[src/rtl/ivc_pkg.sv]
package ivc_pkg;

    typedef enum logic [1:0] {
        TRIG_LOW  = 2'd0,
        TRIG_HIGH = 2'd1,
        TRIG_FALL = 2'd2,
        TRIG_RISE = 2'd3
    } trig_e;

    // Word addresses; per-source blocks hold up to 16 sources
    localparam int unsigned A_ENA   = 'h00;
    localparam int unsigned A_DIS   = 'h01;
    localparam int unsigned A_MASK  = 'h02;
    localparam int unsigned A_PSET  = 'h03;
    localparam int unsigned A_PCLR  = 'h04;
    localparam int unsigned A_NVEC  = 'h06;
    localparam int unsigned A_FVEC  = 'h07;
    localparam int unsigned A_SPUR  = 'h08;
    localparam int unsigned A_MODE0 = 'h10;
    localparam int unsigned A_VEC0  = 'h20;

endpackage

[src/rtl/ivc_sync.sv]
module ivc_sync #(
    parameter int NSRC   = 8,
    parameter int STAGES = 2
) (
    input  logic            clk,
    input  logic            rst_n,
    input  logic [NSRC-1:0] async_i,
    output logic [NSRC-1:0] lvl_o,
    output logic [NSRC-1:0] prev_o
);

    for (genvar g = 0; g < NSRC; g++) begin : g_bit
        logic [STAGES-1:0] chain_q;
        logic              prev_q;

        always_ff @(posedge clk or negedge rst_n) begin
            if (!rst_n) begin
                chain_q <= '0;
                prev_q  <= 1'b0;
            end else begin
                chain_q <= {chain_q[STAGES-2:0], async_i[g]};
                prev_q  <= chain_q[STAGES-1];
            end
        end

        assign lvl_o[g]  = chain_q[STAGES-1];
        assign prev_o[g] = prev_q;
    end

endmodule

[src/rtl/ivc_prio.sv]
module ivc_prio #(
    parameter int N  = 8,
    parameter int IW = 3
) (
    input  logic [N-1:0]  req_i,
    output logic          any_o,
    output logic [IW-1:0] idx_o
);

    always_comb begin
        idx_o = '0;
        for (int i = N - 1; i >= 0; i--) begin
            if (req_i[i]) begin
                idx_o = IW'(i);
            end
        end
        any_o = |req_i;
    end

endmodule

[src/rtl/irq_vec_ctrl.sv]
module irq_vec_ctrl
    import ivc_pkg::*;
#(
    parameter int NSRC        = 8,
    parameter int DW          = 32,
    parameter int AW          = 6,
    parameter int SYNC_STAGES = 2
) (
    input  logic            clk,
    input  logic            rst_n,
    input  logic [NSRC-1:0] src_i,
    input  logic            bus_en,
    input  logic            bus_wr,
    input  logic [AW-1:0]   bus_addr,
    input  logic [DW-1:0]   bus_wdata,
    output logic [DW-1:0]   bus_rdata,
    output logic            irq_o,
    output logic            fiq_o
);

    localparam int IW = (NSRC > 1) ? $clog2(NSRC) : 1;

    typedef struct packed {
        logic [NSRC-1:0]         en;
        logic [NSRC-1:0]         pend;
        logic [NSRC-1:0][1:0]    mode;
        logic [NSRC-1:0][DW-1:0] vec;
        logic [DW-1:0]           spur;
        logic [DW-1:0]           rdata;
    } st_t;

    st_t st_d, st_q;

    logic [NSRC-1:0] lvl, prv;
    logic [NSRC-1:0] hit, evt, is_edge;
    logic [NSRC-1:0] nrm_req;
    logic            nrm_any;
    logic [IW-1:0]   nrm_idx;
    logic            wr_acc, rd_acc;
    logic            ack_nrm, ack_fast;

    // Names brought out for the bound checker
    logic [NSRC-1:0] en_q;
    logic [DW-1:0]   spur_q;
    assign en_q   = st_q.en;
    assign spur_q = st_q.spur;

    ivc_sync #(.NSRC(NSRC), .STAGES(SYNC_STAGES)) u_sync (
        .clk     (clk),
        .rst_n   (rst_n),
        .async_i (src_i),
        .lvl_o   (lvl),
        .prev_o  (prv)
    );

    // Source 0 is excluded from normal priority
    assign nrm_req = st_q.pend & st_q.en & ~NSRC'(1);

    ivc_prio #(.N(NSRC), .IW(IW)) u_prio (
        .req_i (nrm_req),
        .any_o (nrm_any),
        .idx_o (nrm_idx)
    );

    // Trigger decode per source
    always_comb begin
        for (int i = 0; i < NSRC; i++) begin
            is_edge[i] = st_q.mode[i][1];
            unique case (trig_e'(st_q.mode[i]))
                TRIG_LOW:  begin hit[i] = ~lvl[i]; evt[i] = 1'b0;            end
                TRIG_HIGH: begin hit[i] =  lvl[i]; evt[i] = 1'b0;            end
                TRIG_FALL: begin hit[i] = 1'b0;    evt[i] = ~lvl[i] & prv[i]; end
                default:   begin hit[i] = 1'b0;    evt[i] = lvl[i] & ~prv[i]; end
            endcase
        end
    end

    assign wr_acc   = bus_en & bus_wr;
    assign rd_acc   = bus_en & ~bus_wr;
    assign ack_nrm  = rd_acc & (bus_addr == AW'(A_NVEC)) & nrm_any;
    assign ack_fast = rd_acc & (bus_addr == AW'(A_FVEC)) & fiq_o;

    always_comb begin
        st_d = st_q;

        // Configuration writes
        if (wr_acc) begin
            if (bus_addr == AW'(A_ENA)) st_d.en = st_q.en | bus_wdata[NSRC-1:0];
            if (bus_addr == AW'(A_DIS)) st_d.en = st_q.en & ~bus_wdata[NSRC-1:0];
            if (bus_addr == AW'(A_SPUR)) st_d.spur = bus_wdata;
            for (int i = 0; i < NSRC; i++) begin
                if (bus_addr == AW'(A_MODE0 + i)) st_d.mode[i] = bus_wdata[1:0];
                if (bus_addr == AW'(A_VEC0 + i))  st_d.vec[i]  = bus_wdata;
            end
        end

        // Pending state
        for (int i = 0; i < NSRC; i++) begin
            if (is_edge[i]) begin
                if (wr_acc && bus_addr == AW'(A_PSET) && bus_wdata[i]) st_d.pend[i] = 1'b1;
                if (wr_acc && bus_addr == AW'(A_PCLR) && bus_wdata[i]) st_d.pend[i] = 1'b0;
                if (ack_nrm && nrm_idx == IW'(i)) st_d.pend[i] = 1'b0;
                if (ack_fast && i == 0) st_d.pend[i] = 1'b0;
                if (evt[i]) st_d.pend[i] = 1'b1;
            end else begin
                st_d.pend[i] = hit[i];
            end
        end

        // Read data, registered
        if (rd_acc) begin
            st_d.rdata = '0;
            if (bus_addr == AW'(A_MASK)) st_d.rdata[NSRC-1:0] = st_q.en;
            if (bus_addr == AW'(A_SPUR)) st_d.rdata = st_q.spur;
            if (bus_addr == AW'(A_NVEC)) st_d.rdata = nrm_any ? st_q.vec[nrm_idx] : st_q.spur;
            if (bus_addr == AW'(A_FVEC)) st_d.rdata = fiq_o ? st_q.vec[0] : st_q.spur;
            for (int i = 0; i < NSRC; i++) begin
                if (bus_addr == AW'(A_MODE0 + i)) st_d.rdata[1:0] = st_q.mode[i];
                if (bus_addr == AW'(A_VEC0 + i))  st_d.rdata = st_q.vec[i];
            end
        end
    end

    always_ff @(posedge clk or negedge rst_n) begin
        if (!rst_n) begin
            st_q <= '0;
        end else begin
            st_q <= st_d;
        end
    end

    assign irq_o     = nrm_any;
    assign fiq_o     = st_q.en[0] & st_q.pend[0];
    assign bus_rdata = st_q.rdata;

endmodule

[config.mk]
export PLATFORM = sky130hd
export DESIGN_NAME = irq_vec_ctrl
export DESIGN_NICKNAME = d
export VERILOG_FILES = /design/src/rtl/ivc_pkg.sv /design/src/rtl/ivc_sync.sv /design/src/rtl/ivc_prio.sv /design/src/rtl/irq_vec_ctrl.sv
export SDC_FILE = /design/constraint.sdc
export NUM_CORES = 1
export LEC_CHECK = 0
export BUFFER_PORTS_ARGS = -buffer_cell sky130_fd_sc_hd__buf_2
export CAP_MARGIN = 20
export CORE_MARGIN = 2
export CORE_UTILIZATION = 35
export DETAILED_ROUTE_END_ITERATION = 16
export SLEW_MARGIN = 25
export SYNTH_ARGS = -nofsm -noshare
export SYNTH_HDL_FRONTEND = slang
export SYNTH_SLANG_ARGS = --single-unit
[constraint.sdc]
create_clock -name clk -period 6.1 [get_ports clk]
set_input_delay 0 -clock clk [delete_from_list [all_inputs] [get_ports clk]]
set_output_delay 0 -clock clk [all_outputs]
set_load 0.05 [all_outputs]
==> flow_summary_export.csv <==
group,metric,value,unit
power_and_ir_drop,finalPower,7.08,mW
route,drc,0,
synth,synth_mux_area_share,20.2,%
synth,synth_fa_ha_area_share,0,%
floorplan,io-pin-count,84,
power_and_ir_drop,power.density,312,mW/mm^2
floorplan,dieHeight,240,um
critical_path,cp-end-kind,"register",
hold_path,worst_hold_path_type,"input pin to register",
timing,hold_viol_final,0,
clock_network,cts_buffers,44,
critical_path,reg2regPathDepth,9,
synth,yosys.area_share.simple,9.15,%
timing,fin_setup_tns,0,ps
clock_network,ctsResizeCount,0,
clock_network,clk_pin_slew,60,ps
layout,diodes,0,
synth,synthCells,1810,
layout,nets,1921,
synth,synth_nets,1860,
synth,yosysWarningCount,0,
synth,synth_most_common_cell,"dfrtp_1",
floorplan,die_w,240,um
synth,synth_area_leader_cell,"dfrtp_1",
synth,async_flop_share,100,%
timing,slew_headroom,26.1,%
floorplan,start_util,35.4,%
timing,setup_viol,0,
timing,worstMarginPinSlew,1100,ps
clock_network,insertion_delay,600,ps
layout,fillers,5245,
critical_path,crit_required,6600,ps
synth,ys_seq_area_share,48.1,%
timing,fmax,285,MHz
hold_path,hold_path_end,"u_sync.g_bit[6].chain_q[0]",
timing,maxSlewViolCount,0,
critical_path,critPathKind,"register to register",
grt,grt_pass1_vias,16900,
synth,synth_area_leaders,"dfrtp_1, mux2_2, nand2_1",
critical_path,start_kind,"register",
timing,post-route-period-util,57.5,%
clock_network,cts_tree,"yes",
flow_run,cap_violations,0,
floorplan,die_area,0.0578,mm^2
synth,synth_common_cells,"dfrtp_1, mux2_2, nand2_1",
layout,final_layout_size_suffix_gt1_share,29.8,%
route,detail-route-antenna-nets,0,
route,drtIter0Drc,2516,
clock_network,cts_num_sinks,376,
route,firstDrtPassIters,7,
grt,globalRouteTotalUtil,25.8,%
grt,antenna_found_initial,3,
critical_path,critPathMaxFanout,36,
outcome,status,"complete, no violations",
synth,yosys.cell_types.count,75,
synth,synth-xor-area-share,0.717,%
layout,area.growth.synth_to_final,16.3,%
clock_network,post-cts-setup-buffers,0,
synth,synth.avg_cell_area,10.8,um^2
synth,ys_ff_latch,376,
route,routedWlPerCell,28.1,um
route,drt-total-wl,74.6,mm
hold_path,whs_path_depth,2,
critical_path,rr_endpoint,"bus_rdata[20]",
route,vias,16900,
place,place_area,0.0207,mm^2
power_and_ir_drop,ir_worst_vdd,0.177,mV
synth,ys.flop_type,"dfrtp_1",
clock_network,root_buffer,"clkbuf_16",
clock_network,h-tree-depth,2,
grt,grt_pass1_wl,110,mm
route,viasPerCell,6.36,
synth,synth_top_family_by_area,"multiplexers",
grt,overflow,0,
clock_network,clk_path_buf_depth,3,
critical_path,ff2ff_setup_slack,2590,ps
synth,synth_compound_area_share,17.7,%
synth,syn_area,0.0195,mm^2
place,dp_hpwl,45.9,mm
timing,skew,30.8,ps
synth,synth_edf_count,0,
grt,grt_max_degree,162,
timing,period_minus_slack,3510,ps
floorplan,row_count,86,
timing,rsz0062_at_grt,"false",
place,place_congestion,0.959,
place,portBuffers,83,
hold_path,worstHoldStart,"src_i[6]",
critical_path,cp.arrival,4010,ps
layout,fin_area,0.0227,mm^2
floorplan,core,0.0552,mm^2
synth,synth_top_area_share,48.1,%
power_and_ir_drop,p_leak,10.2,nW
-- placed cells by master, fill, tap and decap left out, drive strengths merged, types with 53 or more instances in the layout --
| cell type | synthesis | final |
|---|---|---|
| nand3 | 54 | 54 |
| a221oi | 53 | 53 |
| buf | 68 | 137 |
| mux2 | 309 | 309 |
| a21oi | 90 | 90 |
| clkbuf | 95 | 62 |
| nand2 | 153 | 153 |
| nor2 | 93 | 93 |
| dfrtp | 376 | 376 |
| o21ai | 101 | 101 |
-- final cells by class --
cell class | instances | area, um^2 | share of cell area [%]
multi-input combinational | 1262 | 9510 | 41.8
inverter | 9 | 33.8 | 0.149
clock buffer | 62 | 1310 | 5.76
tap | 748 | 936 | 4.12
timing repair buffer | 178 | 1260 | 5.53
sequential | 376 | 9410 | 41.4
clock inverter | 19 | 282 | 1.24
-- cell families (layout without fill, tap and decap cells) --
logic type	count (synthesis)	in the layout
AO/OA/AOI/OAI	501	501
XOR/XNOR	16	16
buffers and inverters	172	268
flip-flops	376	376
multiplexers	355	355
AND/OR/NAND/NOR	390	390
-- power breakdown --
part	switching (mW)	leakage [nW]	internal [mW]
sequential	0.204	5.03	2.70
clock	1.13	0.790	1.76
combinational	0.860	4.42	0.427
-- critical path: stages (launching register included) --
cell	delay, ps
dfrtp_1	460
nand2_1	120
a32oi_1	590
buf_4	350
nand2_4	420
buf_4	500
mux2i_1	190
o311ai_0	420
nand3_1	170
a21oi_1	170
-- what timing repair did --
item	CTS	global route
endpoints found under the setup margin	0	0
hold endpoints to repair	435	0
hold buffers	41	0
-- metrics by stage --
stage	std cells	hold WS (ps)	setup slack [ps]	utilization, %
2_1_floorplan	1810	-296	3540	-
3_3_place_gp	2532	109	2720	37.5
3_5_place_dp	2532	110	2730	37.5
4_1_cts	2654	10.2	2710	41.1
5_1_grt	2654	35.6	2470	41.2
6_report	2654	38.3	2590	41.2
-- metal layers --
layer | GRT usage, % | part of all wire [%]
met4 | 14.4 | 6.1
met3 | 6.73 | 12
met5 | 0 | 0.042
met2 | 38.8 | 43
met1 | 33.6 | 39
-- how the worst max path moves through the flow --
stage             start            end  slack, ps
6_report       register  bus_rdata[20]       2590
5_1_grt        register  bus_rdata[20]       2470
4_1_cts        register  bus_rdata[20]       2710
3_5_place_dp   register  bus_rdata[20]       2730
3_3_place_gp   register  bus_rdata[20]       2720
2_1_floorplan  register  bus_rdata[16]       3540
-- sequential cells by signal (all words and copies together) (netlist names), named ones only --
register and cells:
is_edge 8, bus_rdata 32, spur_q 32, u_sync.g_bit.prev_q 8
u_sync.g_bit.chain_q 16, st_q 272
Note: power is estimated with default switching activity, not from simulation.
